--- src/rtl/sar_seq_pkg.sv ---
package sar_seq_pkg;
    typedef enum logic [1:0] {
        ST_IDLE,
        ST_SAMPLE,
        ST_SEARCH,
        ST_TAIL
    } sar_state_t;
endpackage

--- src/rtl/sar_tick_cnt.sv ---
// Down counter that reports when it has reached zero; reloads on request.
module sar_tick_cnt #(
    parameter int W = 5
) (
    input  logic         clk,
    input  logic         rst_n,
    input  logic         load,
    input  logic [W-1:0] load_val,
    output logic         expired
);
    logic [W-1:0] cnt_q;

    always_ff @(posedge clk or negedge rst_n) begin
        if (!rst_n)
            cnt_q <= '0;
        else if (load)
            cnt_q <= load_val;
        else if (cnt_q != '0)
            cnt_q <= cnt_q - 1'b1;
    end

    assign expired = (cnt_q == '0);
endmodule

--- src/rtl/sar_bit_search.sv ---
// Trial-code register and bit pointer of the binary search.
module sar_bit_search #(
    parameter int CODE_W   = 12,
    parameter int NARROW_W = 10
) (
    input  logic              clk,
    input  logic              rst_n,
    input  logic              clear,
    input  logic              init,
    input  logic              wide,
    input  logic              step,
    input  logic              keep,
    output logic [CODE_W-1:0] code,
    output logic              last
);
    localparam int POS_W = $clog2(CODE_W);

    logic [POS_W-1:0]  pos_q;
    logic [POS_W-1:0]  pos_dn;
    logic [POS_W-1:0]  pos_top;
    logic [CODE_W-1:0] code_q;
    logic [CODE_W-1:0] code_nx;

    assign pos_top = wide ? POS_W'(CODE_W - 1) : POS_W'(NARROW_W - 1);
    assign pos_dn  = pos_q - 1'b1;

    // Decide the current bit, then raise the next lower one as the new guess.
    always_comb begin
        code_nx = code_q;
        if (!keep)
            code_nx[pos_q] = 1'b0;
        if (pos_q != '0)
            code_nx[pos_dn] = 1'b1;
    end

    always_ff @(posedge clk or negedge rst_n) begin
        if (!rst_n) begin
            code_q <= '0;
            pos_q  <= '0;
        end else if (clear) begin
            code_q <= '0;
            pos_q  <= '0;
        end else if (init) begin
            code_q <= CODE_W'(1) << pos_top;
            pos_q  <= pos_top;
        end else if (step) begin
            code_q <= code_nx;
            if (pos_q != '0)
                pos_q <= pos_dn;
        end
    end

    assign code = code_q;
    assign last = (pos_q == '0);
endmodule

--- src/rtl/sar_seq.sv ---
module sar_seq
    import sar_seq_pkg::*;
#(
    parameter int CODE_W     = 12,
    parameter int NARROW_W   = 10,
    parameter int LEN_W      = 8,
    parameter int SAMP_MAX   = 31,
    parameter int TAIL_TICKS = 2
) (
    input  logic              clk,
    input  logic              rst_n,
    input  logic              start,
    input  logic [LEN_W-1:0]  samp_len,
    input  logic              res_sel,
    input  logic              cmp_above,
    output logic [CODE_W-1:0] dac_code,
    output logic              samp_en,
    output logic              busy,
    output logic [CODE_W-1:0] result,
    output logic              done
);
    localparam int CNT_MAX = (SAMP_MAX > TAIL_TICKS) ? SAMP_MAX : TAIL_TICKS;
    localparam int CNT_W   = $clog2(CNT_MAX + 1);

    sar_state_t        state_q, state_d;
    logic [CNT_W-1:0]  samp_m1;
    logic [CNT_W-1:0]  tick_val;
    logic              tick_exp;
    logic              tick_load;
    logic              wide_q;
    logic              search_step;
    logic              search_last;
    logic [CODE_W-1:0] code;
    logic              go, sampled, resolved, finish;

    // Clamp the requested sample length to 1..SAMP_MAX, minus one for the counter.
    always_comb begin
        if (samp_len == '0)
            samp_m1 = '0;
        else if (samp_len > LEN_W'(SAMP_MAX))
            samp_m1 = CNT_W'(SAMP_MAX - 1);
        else
            samp_m1 = CNT_W'(samp_len - 1'b1);
    end

    assign go       = (state_q == ST_IDLE)   && start;
    assign sampled  = (state_q == ST_SAMPLE) && tick_exp;
    assign resolved = (state_q == ST_SEARCH) && search_last;
    assign finish   = (state_q == ST_TAIL)   && tick_exp;

    always_comb begin
        state_d = state_q;
        unique case (state_q)
            ST_IDLE:   if (go)       state_d = ST_SAMPLE;
            ST_SAMPLE: if (sampled)  state_d = ST_SEARCH;
            ST_SEARCH: if (resolved) state_d = ST_TAIL;
            ST_TAIL:   if (finish)   state_d = ST_IDLE;
            default:                 state_d = ST_IDLE;
        endcase
    end

    always_ff @(posedge clk or negedge rst_n) begin
        if (!rst_n)
            state_q <= ST_IDLE;
        else
            state_q <= state_d;
    end

    always_comb begin
        samp_en     = 1'b0;
        busy        = 1'b1;
        search_step = 1'b0;
        unique case (state_q)
            ST_IDLE:   busy        = 1'b0;
            ST_SAMPLE: samp_en     = 1'b1;
            ST_SEARCH: search_step = 1'b1;
            ST_TAIL:   busy        = 1'b1;
            default:   busy        = 1'b0;
        endcase
    end

    assign tick_load = go || resolved;
    assign tick_val  = go ? samp_m1 : CNT_W'(TAIL_TICKS - 1);

    sar_tick_cnt #(.W(CNT_W)) u_ticks (
        .clk      (clk),
        .rst_n    (rst_n),
        .load     (tick_load),
        .load_val (tick_val),
        .expired  (tick_exp)
    );

    sar_bit_search #(.CODE_W(CODE_W), .NARROW_W(NARROW_W)) u_search (
        .clk   (clk),
        .rst_n (rst_n),
        .clear (go),
        .init  (sampled),
        .wide  (wide_q),
        .step  (search_step),
        .keep  (cmp_above),
        .code  (code),
        .last  (search_last)
    );

    always_ff @(posedge clk or negedge rst_n) begin
        if (!rst_n) begin
            wide_q <= 1'b0;
            result <= '0;
            done   <= 1'b0;
        end else begin
            if (go)
                wide_q <= res_sel;
            if (finish)
                result <= code;
            done <= finish;
        end
    end

    assign dac_code = code;
endmodule

--- config.mk ---
export PLATFORM = sky130hd
export DESIGN_NAME = sar_seq
export DESIGN_NICKNAME = d
export VERILOG_FILES = /design/src/rtl/sar_seq_pkg.sv /design/src/rtl/sar_tick_cnt.sv /design/src/rtl/sar_bit_search.sv /design/src/rtl/sar_seq.sv
export SDC_FILE = /design/constraint.sdc
export NUM_CORES = 1
export LEC_CHECK = 0
export ABC_CLOCK_PERIOD_IN_PS = 1950
export CAP_MARGIN = 20
export CORE_ASPECT_RATIO = 0.6
export CORE_MARGIN = 1
export CORE_UTILIZATION = 35
export DETAILED_ROUTE_END_ITERATION = 7
export PLACE_DENSITY_LB_ADDON = 0.2
export SLEW_MARGIN = 5
export SYNTH_ARGS = -nofsm -noshare
export SYNTH_HDL_FRONTEND = slang
export SYNTH_SLANG_ARGS = --single-unit
--- constraint.sdc ---
create_clock -name clk -period 1.95 [get_ports clk]
set_input_delay 0.195 -clock clk [delete_from_list [all_inputs] [get_ports clk]]
set_output_delay 0.195 -clock clk [all_outputs]
set_load 0.05 [all_outputs]
# ---- After elaboration in Yosys (flattened, before gate mapping)
# Index checks and enable logic that the tools add are counted.
dict set report classes {
  add_sub_neg 3
  multipliers 0
  div 0
  magnitude_cmp 5
  n_eq_ne 7
  shift 1
  muxes 27
  bitwise 3
  reduce_logical 18
}
# op n
set op_table {}
lappend op_table {{12-bit two-way mux} 5}
lappend op_table {{5-bit two-way mux} 5}
lappend op_table {{4-bit two-way mux} 4}
lappend op_table {{12-bit AND} 1}
lappend op_table {{12-bit NOT} 1}
lappend op_table {{12-bit OR} 1}
lappend op_table {{1-bit by 4-bit left shift with 12-bit output, first input constant} 1}
lappend op_table {{4-bit by 5-bit < comparator with 1-bit output, second input constant} 2}
lappend op_table {{2-bit two-way mux} 5}
lappend op_table {{5-bit by 1-bit subtractor with 5-bit output, second input constant} 2}
lappend op_table {{1-bit demux with 4-bit select} 2}
lappend op_table {{4-bit by 1-bit greater-or-equal comparator with 1-bit output, second input constant} 2}
lappend op_table {{8-bit by 5-bit > comparator with 1-bit output, second input constant} 1}
lappend op_table {{8-bit zero test} 1}
lappend op_table {{2-bit inequality test, second input constant} 4}
lappend op_table {{2-bit case mux with 4 select lines} 1}
lappend op_table {{1-bit logical AND} 6}
lappend op_table {{3-bit nonzero test} 2}
lappend op_table {{5-bit zero test} 1}
lappend op_table {{1-bit two-way mux} 5}
lappend op_table {{5-bit nonzero test} 1}
lappend op_table {{2-bit == test, second input constant} 2}
lappend op_table {{4-bit zero test} 1}
lappend op_table {{4-bit AND reduction} 1}
lappend op_table {{other kinds (7)} 7}
dict set report totals {
  register_bits 37
  latchBits 0
  ramBits 0
  rom_bits 0
  elab_cells 71
  memories 0
}

# ---- Logic depth before layout (Yosys ltp)
# Gate-level depths: netlist of the first run.
dict set report logic_depth {
  word_depth 12
  depth_mapped 7
  mapped_depth_nobuf 6
}

# ---- Cells and area by module
# Synthesis of the first run repeated with hierarchy kept, for this count alone.
dict set report unflattened {
  cells_unflattened 206
  hier_area_um2 2097.0
}
# module n_inst cells_per_inst area_each_um2
set by_module_without_submodules {}
lappend by_module_without_submodules {sar_bit_search 1 107 968.4}
lappend by_module_without_submodules {sar_seq 1 72 849.6}
lappend by_module_without_submodules {sar_tick_cnt 1 27 279.0}

# ---- Worst setup path after synthesis of the first run
# No wires, ideal clock.
dict set report synth_timing {
  path_kind {reg2reg}
  startpoint {reg u_search.pos_q[0]}
  endpoint {reg state_q[1]}
  setup_ps 125
  t_arrival_ps 1802
  t_required_ps 1825
  setup_slack_ps 24
  path_stages_with_launch 7
  n_path_buf 0
  path_cell_list {dfrtp_1 > inv_1 > ha_1 > or3b_1 > and2_1 > nor2_2 > mux2_2}
}
dict set report synth_between {
  elab_chain_cells 4
}
# element line
set synth_lines {}
lappend synth_lines {{from (decl)} sar_bit_search.sv:18} ;# logic [POS_W-1:0] pos_q;
lappend synth_lines {{from (signal assigned)} sar_bit_search.sv:45} ;# pos_q <= pos_top;
lappend synth_lines {{from (signal assigned)} sar_bit_search.sv:49} ;# pos_q <= pos_dn;
lappend synth_lines {{4-bit zero test} sar_bit_search.sv:54} ;# assign last = (pos_q == '0);
lappend synth_lines {{1-bit logical AND} sar_seq.sv:48} ;# assign resolved = (state_q == ST_SEARCH) && search_last;
lappend synth_lines {{2-bit inequality test (no line)} -}
lappend synth_lines {{4-bit AND reduction (no line)} -}
lappend synth_lines {{to (signal assigned)} sar_seq.sv:66} ;# state_q <= state_d;
lappend synth_lines {{to (decl)} sar_seq.sv:25} ;# sar_state_t state_q, state_d;
# Every way passes these cells.
# A chain may end at the register's enable or synchronous reset.

# ---- Final worst setup path of the first run
dict set report layout_timing {
  startpoint {reg u_search.pos_q[1]}
  endpoint {reg state_q[1]}
}
# Same word-level chain as after synthesis.

==> run_results.csv, run 1 <==
group,metric,value,unit
setup_path,crit_start,"u_search.pos_q[1]$_DFFE_PN0P_",
sta,setup_tns,0,ps
clock_tree,clkTransAtPathRegs,70,ps
synth,synth_nets,247,
synth,postSynthCellCount,220,
finish,layout_commonest_cell,"dfrtp_1",
setup_path,r2r_slack,80,ps
routing,wl,5180,µm
routing,dr.pass1.iters,5,
floorplanning,num_io_pins,40,
synth,yosys-top-cells-area,"dfrtp_1 43%, ha_1 8.1%, mux2_4 4.8%",
synth,ys_seq_elements,37,
routing,vias_per_cell,5.08,
setup_path,crit_required,2130,ps
synth,ys.flop_type,"dfrtp_1",
place,dp_hpwl,3840,µm
synth,ys_seq_area_share,42.7,%
power_and_ir_drop,switching_power,2.34,mW
synth,syn_area,2170,µm²
synth,postSynth.asyncResetShare,100,%
place,numPortBuffers,39,
routing,detail-route-antenna-nets,0,
clock_tree,cts_setup_buffers,0,
clock_tree,clkLatencyLatePin,290,ps
sta,max_freq,536,MHz
routing,wl_per_cell,14.6,µm
synth,synth-edff-count,0,
setup_path,r2r-start,"u_search.pos_q[1]$_DFFE_PN0P_",
global_routing,grt_overflow_total,0,
clock_tree,clockBufferDepth,2,
finish,mostFrequentLayoutCells,"37 x dfrtp_1, 36 x clkdlybuf4s50_1, 19 x nand2_1",
place,pre_cts_ws,89.8,ps
floorplanning,start_util,37.5,%
power_and_ir_drop,vdd_drop_max,0.765,mV
finish,layout-drive-gt1-share,16.1,%
floorplanning,dieHeight,63.0,µm
setup_path,worstPathArrival,2040,ps
min_path,min_path_type,"input pin to flop",
sta,finalSetupViolCount,0,
power_and_ir_drop,p_leak,1.28,nW
finish,utilization,49.5,%
run,drv_cap,0,
synth,syn_avg_cell_area,9.86,µm²
global_routing,grt_start_max_net_pins,38,
setup_path,endpoint_kind,"flop",
finish,num_antenna_cells,0,
synth,yosys_warnings,0,
power_and_ir_drop,clock_power_share,15.5,%
sta,layout_setup_ws,82.7,ps
place,place.gp.congestion,0.883,
synth,yosysTopAreaCell,"dfrtp_1",
synth,synth_cell_types,50,
power_and_ir_drop,p_seq_share,25.9,%
global_routing,track_usage,17.4,%
sta,period_share,95.8,%
routing,vias,1797,
clock_tree,cts_buffers,5,
synth,synth_top_cell_area_share,42.7,%
clock_tree,clock-sinks,37,
clock_tree,cts_tree,"yes",
setup_path,crit_path_start_kind,"flop",
power_and_ir_drop,combPwrFrac,58.6,%
sta,skew,6.45,ps
finish,area_growth,31.9,%
power_and_ir_drop,p_int,2.77,mW
routing,drc_errors,0,
global_routing,grt_antenna_before_repair,0,
sta,hold_viol,0,
floorplanning,dieWidth,104,µm
global_routing,grt_pass1_wl,8870,µm
floorplanning,die_area,6520,µm²
clock_tree,cts-root-buf,"clkbuf_8",
outcome,status,"finished, final reports clean",
power_and_ir_drop,p_sw_share,45.8,%
sta,slew-limit-headroom,62.3,%
power_and_ir_drop,powerDensity,1790,nW/µm²
sta,slew_viol_final,0,
setup_path,worst-path-max-fanout,3,
setup_path,path_class,"flop to flop",
floorplanning,core,5780,µm²
clock_tree,post_cts_resized,0,
min_path,hold_path_startpoint,"res_sel",
global_routing,grt_pass1_vias,1665,
finish,layout.nets,300,
sta,tightest_slew,557,ps
sta,period_minus_slack,1870,ps
routing,drt-initial-drc-count,124,
floorplanning,rows,21,
sta,rsz0062_at_grt,"no",
clock_tree,htreeDepth,2,
power groups by stage:
stage | Combinational [mW] | Clock (mW) | Sequential [mW]
final | 2.99 | 0.789 | 1.32
after global routing | 3.21 | 0.827 | 1.37
after global placement | 2.96 | 0 | 1.32
after floorplan | 1.37 | 0 | 1.97
after CTS | 2.98 | 0.805 | 1.32
after detailed placement | 2.97 | 0 | 1.33
synthesized netlist by cell type (2+ instances only):
cell / n
ha_1: 14
a21oi_1: 10
o31ai_1: 3
inv_1: 11
and3_1: 3
nand3b_1: 2
o22ai_1: 5
nor2b_1: 3
xnor2_1: 4
o21ai_0: 14
or2_2: 2
xor2_1: 2
a31oi_1: 6
and2_1: 3
a2bb2oi_1: 2
or3_1: 2
mux2_2: 5
clkbuf_1: 6
nand2b_1: 5
nor4b_1: 2
nor3_1: 5
nor2_1: 13
dfrtp_1: 37
nor3b_1: 2
nand2_1: 19
nand3_1: 8
mux2_4: 7
nand4b_1: 3
path summary, 6_finish.rpt:
kind	endpoint	cells after the start
worst min register to register	wide_q$_DFFE_PN0P_	2
worst max register to register	state_q[1]$_DFFE_PN0P_	6
worst max-delay path	state_q[1]$_DFFE_PN0P_	6
max in group asynchronous	u_search.code[4]$_DFFE_PN0P_	3
min in group asynchronous	done$_DFF_PN0_	3
worst min-delay path	wide_q$_DFFE_PN0P_	3
final cells by class:
cell class / instances / area, µm²
fill: 553 / 2920
multi-input combinational: 163 / 1160
sequential: 37 / 926
timing repair buffer: 55 / 503
tap: 80 / 100
clock buffer: 5 / 68.8
clock inverter: 3 / 65.1
inverter: 11 / 41.3
critical path, cell delays in order, from the launching register on:
cell     delay (ps)
dfrtp_1         380
inv_1           100
ha_1            190
or3b_1          370
and2_1          210
nor2_2          170
mux2_2          350
through the flow:
stage / power, mW / hold WS (ps) / instance area (µm²) / std cells
after CTS: 5.11 / 430 / 2860 / 354
after floorplan: 3.34 / -101 / 2170 / 220
after detailed placement: 4.30 / 271 / 2720 / 345
after global placement: 4.28 / 268 / 2720 / 345
final: 5.11 / 430 / 2860 / 354
after global routing: 5.41 / 458 / 2860 / 354
routing by layer:
layer	track usage [%]	up-vias	share of wire, %
met5	0	-	0
met3	4.38	5	4.7
met4	4.53	0	0.70
li1	-	892	-
met1	28.7	856	58
met2	21.2	44	36
what timing repair did:
item,4_1_cts,5_1_grt
hold buffers,1,0
hold endpoints to repair,37,0
endpoints found under the setup margin,0,0
cells by family (layout without fill, tap and decap cells):
family / after synthesis / count (layout) / share of synthesized area [%]
XOR/XNOR: 6 / 6 / 2.42
AO/OA/AOI/OAI: 48 / 48 / 13.4
adder cells (fa/ha/maj): 14 / 14 / 8.08
buffers and inverters: 20 / 74 / 3.98
AND/OR/NAND/NOR: 82 / 82 / 21.5
multiplexers: 13 / 13 / 7.91
flip-flops: 37 / 37 / 42.7
state kept, by name, indices dropped and copies added, names as in the netlist:
register        flops
done                1
result             12
state_q             2
u_search.code      12
u_search.pos_q      4
u_ticks.cnt_q       5
wide_q              1
Power figures use the tool's default switching activity.
==> inputs of run 2 (changes only) <==
--- a/config.mk
+++ b/config.mk
@@ -12,6 +12,7 @@
 export CORE_UTILIZATION = 35
 export DETAILED_ROUTE_END_ITERATION = 7
 export PLACE_DENSITY_LB_ADDON = 0.2
+export RECOVER_POWER = 50
 export SLEW_MARGIN = 5
 export SYNTH_ARGS = -nofsm -noshare
 export SYNTH_HDL_FRONTEND = slang
==> run 2 against run 1 <==
First-iteration DRC count is 22% lower; combinational power hardly changed; critical path depth stayed put; cell area is 0.26% lower; worst setup slack better by 0.67 ps; clock-buffer cell count stayed put; total power is 0.75% lower; via count is 0.33% lower; non-clock buffer count stayed put; sequential share of layout area is 0.085 points higher; largest power group unchanged; highest routed layer unchanged.
==> run_results.csv, run 2 (same netlist as run 1, synthesis figures left out) <==
group,metric,value,unit
place,placed_area,2720,µm²
routing,wl_per_cell,14.7,µm
routing,vias,1791,
setup_path,crit_path_start_kind,"flop",
routing,drc_errors,0,
global_routing,grt_pass1_vias,1665,
sta,tightest_slew,907,ps
clock_tree,clock-sinks,37,
setup_path,endpoint_kind,"flop",
clock_tree,cts_buffers,5,
clock_tree,cts-root-buf,"clkbuf_8",
sta,setup_tns,0,ps
routing,wl,5190,µm
setup_path,worst-path-max-fanout,3,
floorplanning,num_io_pins,40,
setup_path,path_class,"flop to flop",
sta,finalSetupViolCount,0,
floorplanning,die_area,6520,µm²
clock_tree,cts_tree,"yes",
power_and_ir_drop,p_leak,1.29,nW
finish,utilization,49.4,%
setup_path,r2r-start,"u_search.pos_q[1]$_DFFE_PN0P_",
sta,period_minus_slack,1870,ps
finish,layout.nets,300,
power_and_ir_drop,powerDensity,1780,nW/µm²
sta,skew,6.88,ps
floorplanning,rows,21,
global_routing,grt_antenna_before_repair,0,
finish,multi_input_area,1160,µm²
floorplanning,start_util,37.5,%
clock_tree,cts_setup_buffers,0,
routing,detail-route-antenna-nets,0,
place,numPortBuffers,39,
sta,rsz0062_at_grt,"no",
min_path,hold_path_startpoint,"res_sel",
sta,max_freq,536,MHz
routing,dr.pass1.iters,4,
routing,vias_per_cell,5.06,
global_routing,grt_pass1_wl,8870,µm
sta,slew_viol_final,0,
floorplanning,dieWidth,104,µm
outcome,status,"finished, final reports clean",
finish,mostFrequentLayoutCells,"37 x dfrtp_1, 29 x clkdlybuf4s50_1, 19 x nand2_1",
setup_path,crit_required,2130,ps
finish,layout_commonest_cell,"dfrtp_1",
global_routing,track_usage,17.4,%
global_routing,grt_start_max_net_pins,38,
run,drv_cap,0,
clock_tree,clockBufferDepth,2,
global_routing,grt_overflow_total,0,
clock_tree,clkTransAtPathRegs,70,ps
sta,hold_viol,0,
floorplanning,dieHeight,63.0,µm
place,place.gp.congestion,0.883,
min_path,min_path_type,"input pin to flop",
clock_tree,clkLatencyLatePin,290,ps
sta,slew-limit-headroom,39.5,%
finish,layout-drive-gt1-share,16.1,%
finish,num_antenna_cells,0,
finish,regArea,926,µm²
sta,period_share,95.7,%
clock_tree,htreeDepth,2,
finish,design_area,2850,µm²
place,dp_hpwl,3840,µm
floorplanning,core,5780,µm²
setup_path,crit_start,"u_search.pos_q[1]$_DFFE_PN0P_",
finish,area_growth,31.6,%
power_and_ir_drop,vdd_drop_max,0.759,mV
setup_path,worstPathArrival,2040,ps
routing,drt-initial-drc-count,97,
finish,fillCellCount,554,
-- run 2: metal layers --
metal  global-route usage, %  wire length, µm  share of wire (%)
met1                    28.7             2970                 57
met2                    21.2             1910                 37
met3                    4.38              279                5.4
met5                       0                0                  0
met4                    4.53               36               0.69
-- run 2: report_power, final --
part	internal, mW	total, mW	switching (mW)	leakage (nW)
combinational	1.14	2.96	1.82	0.741
sequential	1.09	1.32	0.235	0.478
clock	0.508	0.788	0.280	0.0681
-- run 2: stage by stage --
stage / hold WS, ps / power [mW] / setup slack, ps / cells
after floorplan: -101 / 3.34 / 23.7 / 220
after global placement: 268 / 4.28 / 153 / 345
after detailed placement: 271 / 4.30 / 89.8 / 345
after CTS: 430 / 5.11 / 75.0 / 354
after global routing: 458 / 5.37 / 8.21 / 354
final: 430 / 5.07 / 83.4 / 354
-- run 2: path summary, 6_finish.rpt --
check | endpoint | slack (ps) | cells after the start
max reg2reg | state_q[1]$_DFFE_PN0P_ | 80 | 6
min | wide_q$_DFFE_PN0P_ | 430 | 3
max in group asynchronous | state_q[0]$_DFFE_PN0P_ | 740 | 3
min reg2reg | result[1]$_DFFE_PN0P_ | 500 | 1
min in group asynchronous | done$_DFF_PN0_ | 640 | 3
max | state_q[1]$_DFFE_PN0P_ | 80 | 6
-- run 2: cell type report --
class	instances	area share (%)
clock inverter	3	2.28
timing repair buffer	55	17.4
inverter	11	1.45
sequential	37	32.5
clock buffer	5	2.41
multi-input combinational	163	40.5
tap	80	3.51
-- run 2: worst max-delay path, stage by stage, from the launching register on --
cell and delay, ps:
dfrtp_1 380, inv_1 100, ha_1 190, or3b_1 370, and2_1 210, nor2_2 170
mux2_2 350
-- run 2: what timing repair did --
action / in CTS / in global routing
hold buffers: 1 / 0
endpoints found under the hold margin: 37 / 0
gates resized for setup: 0 / 0
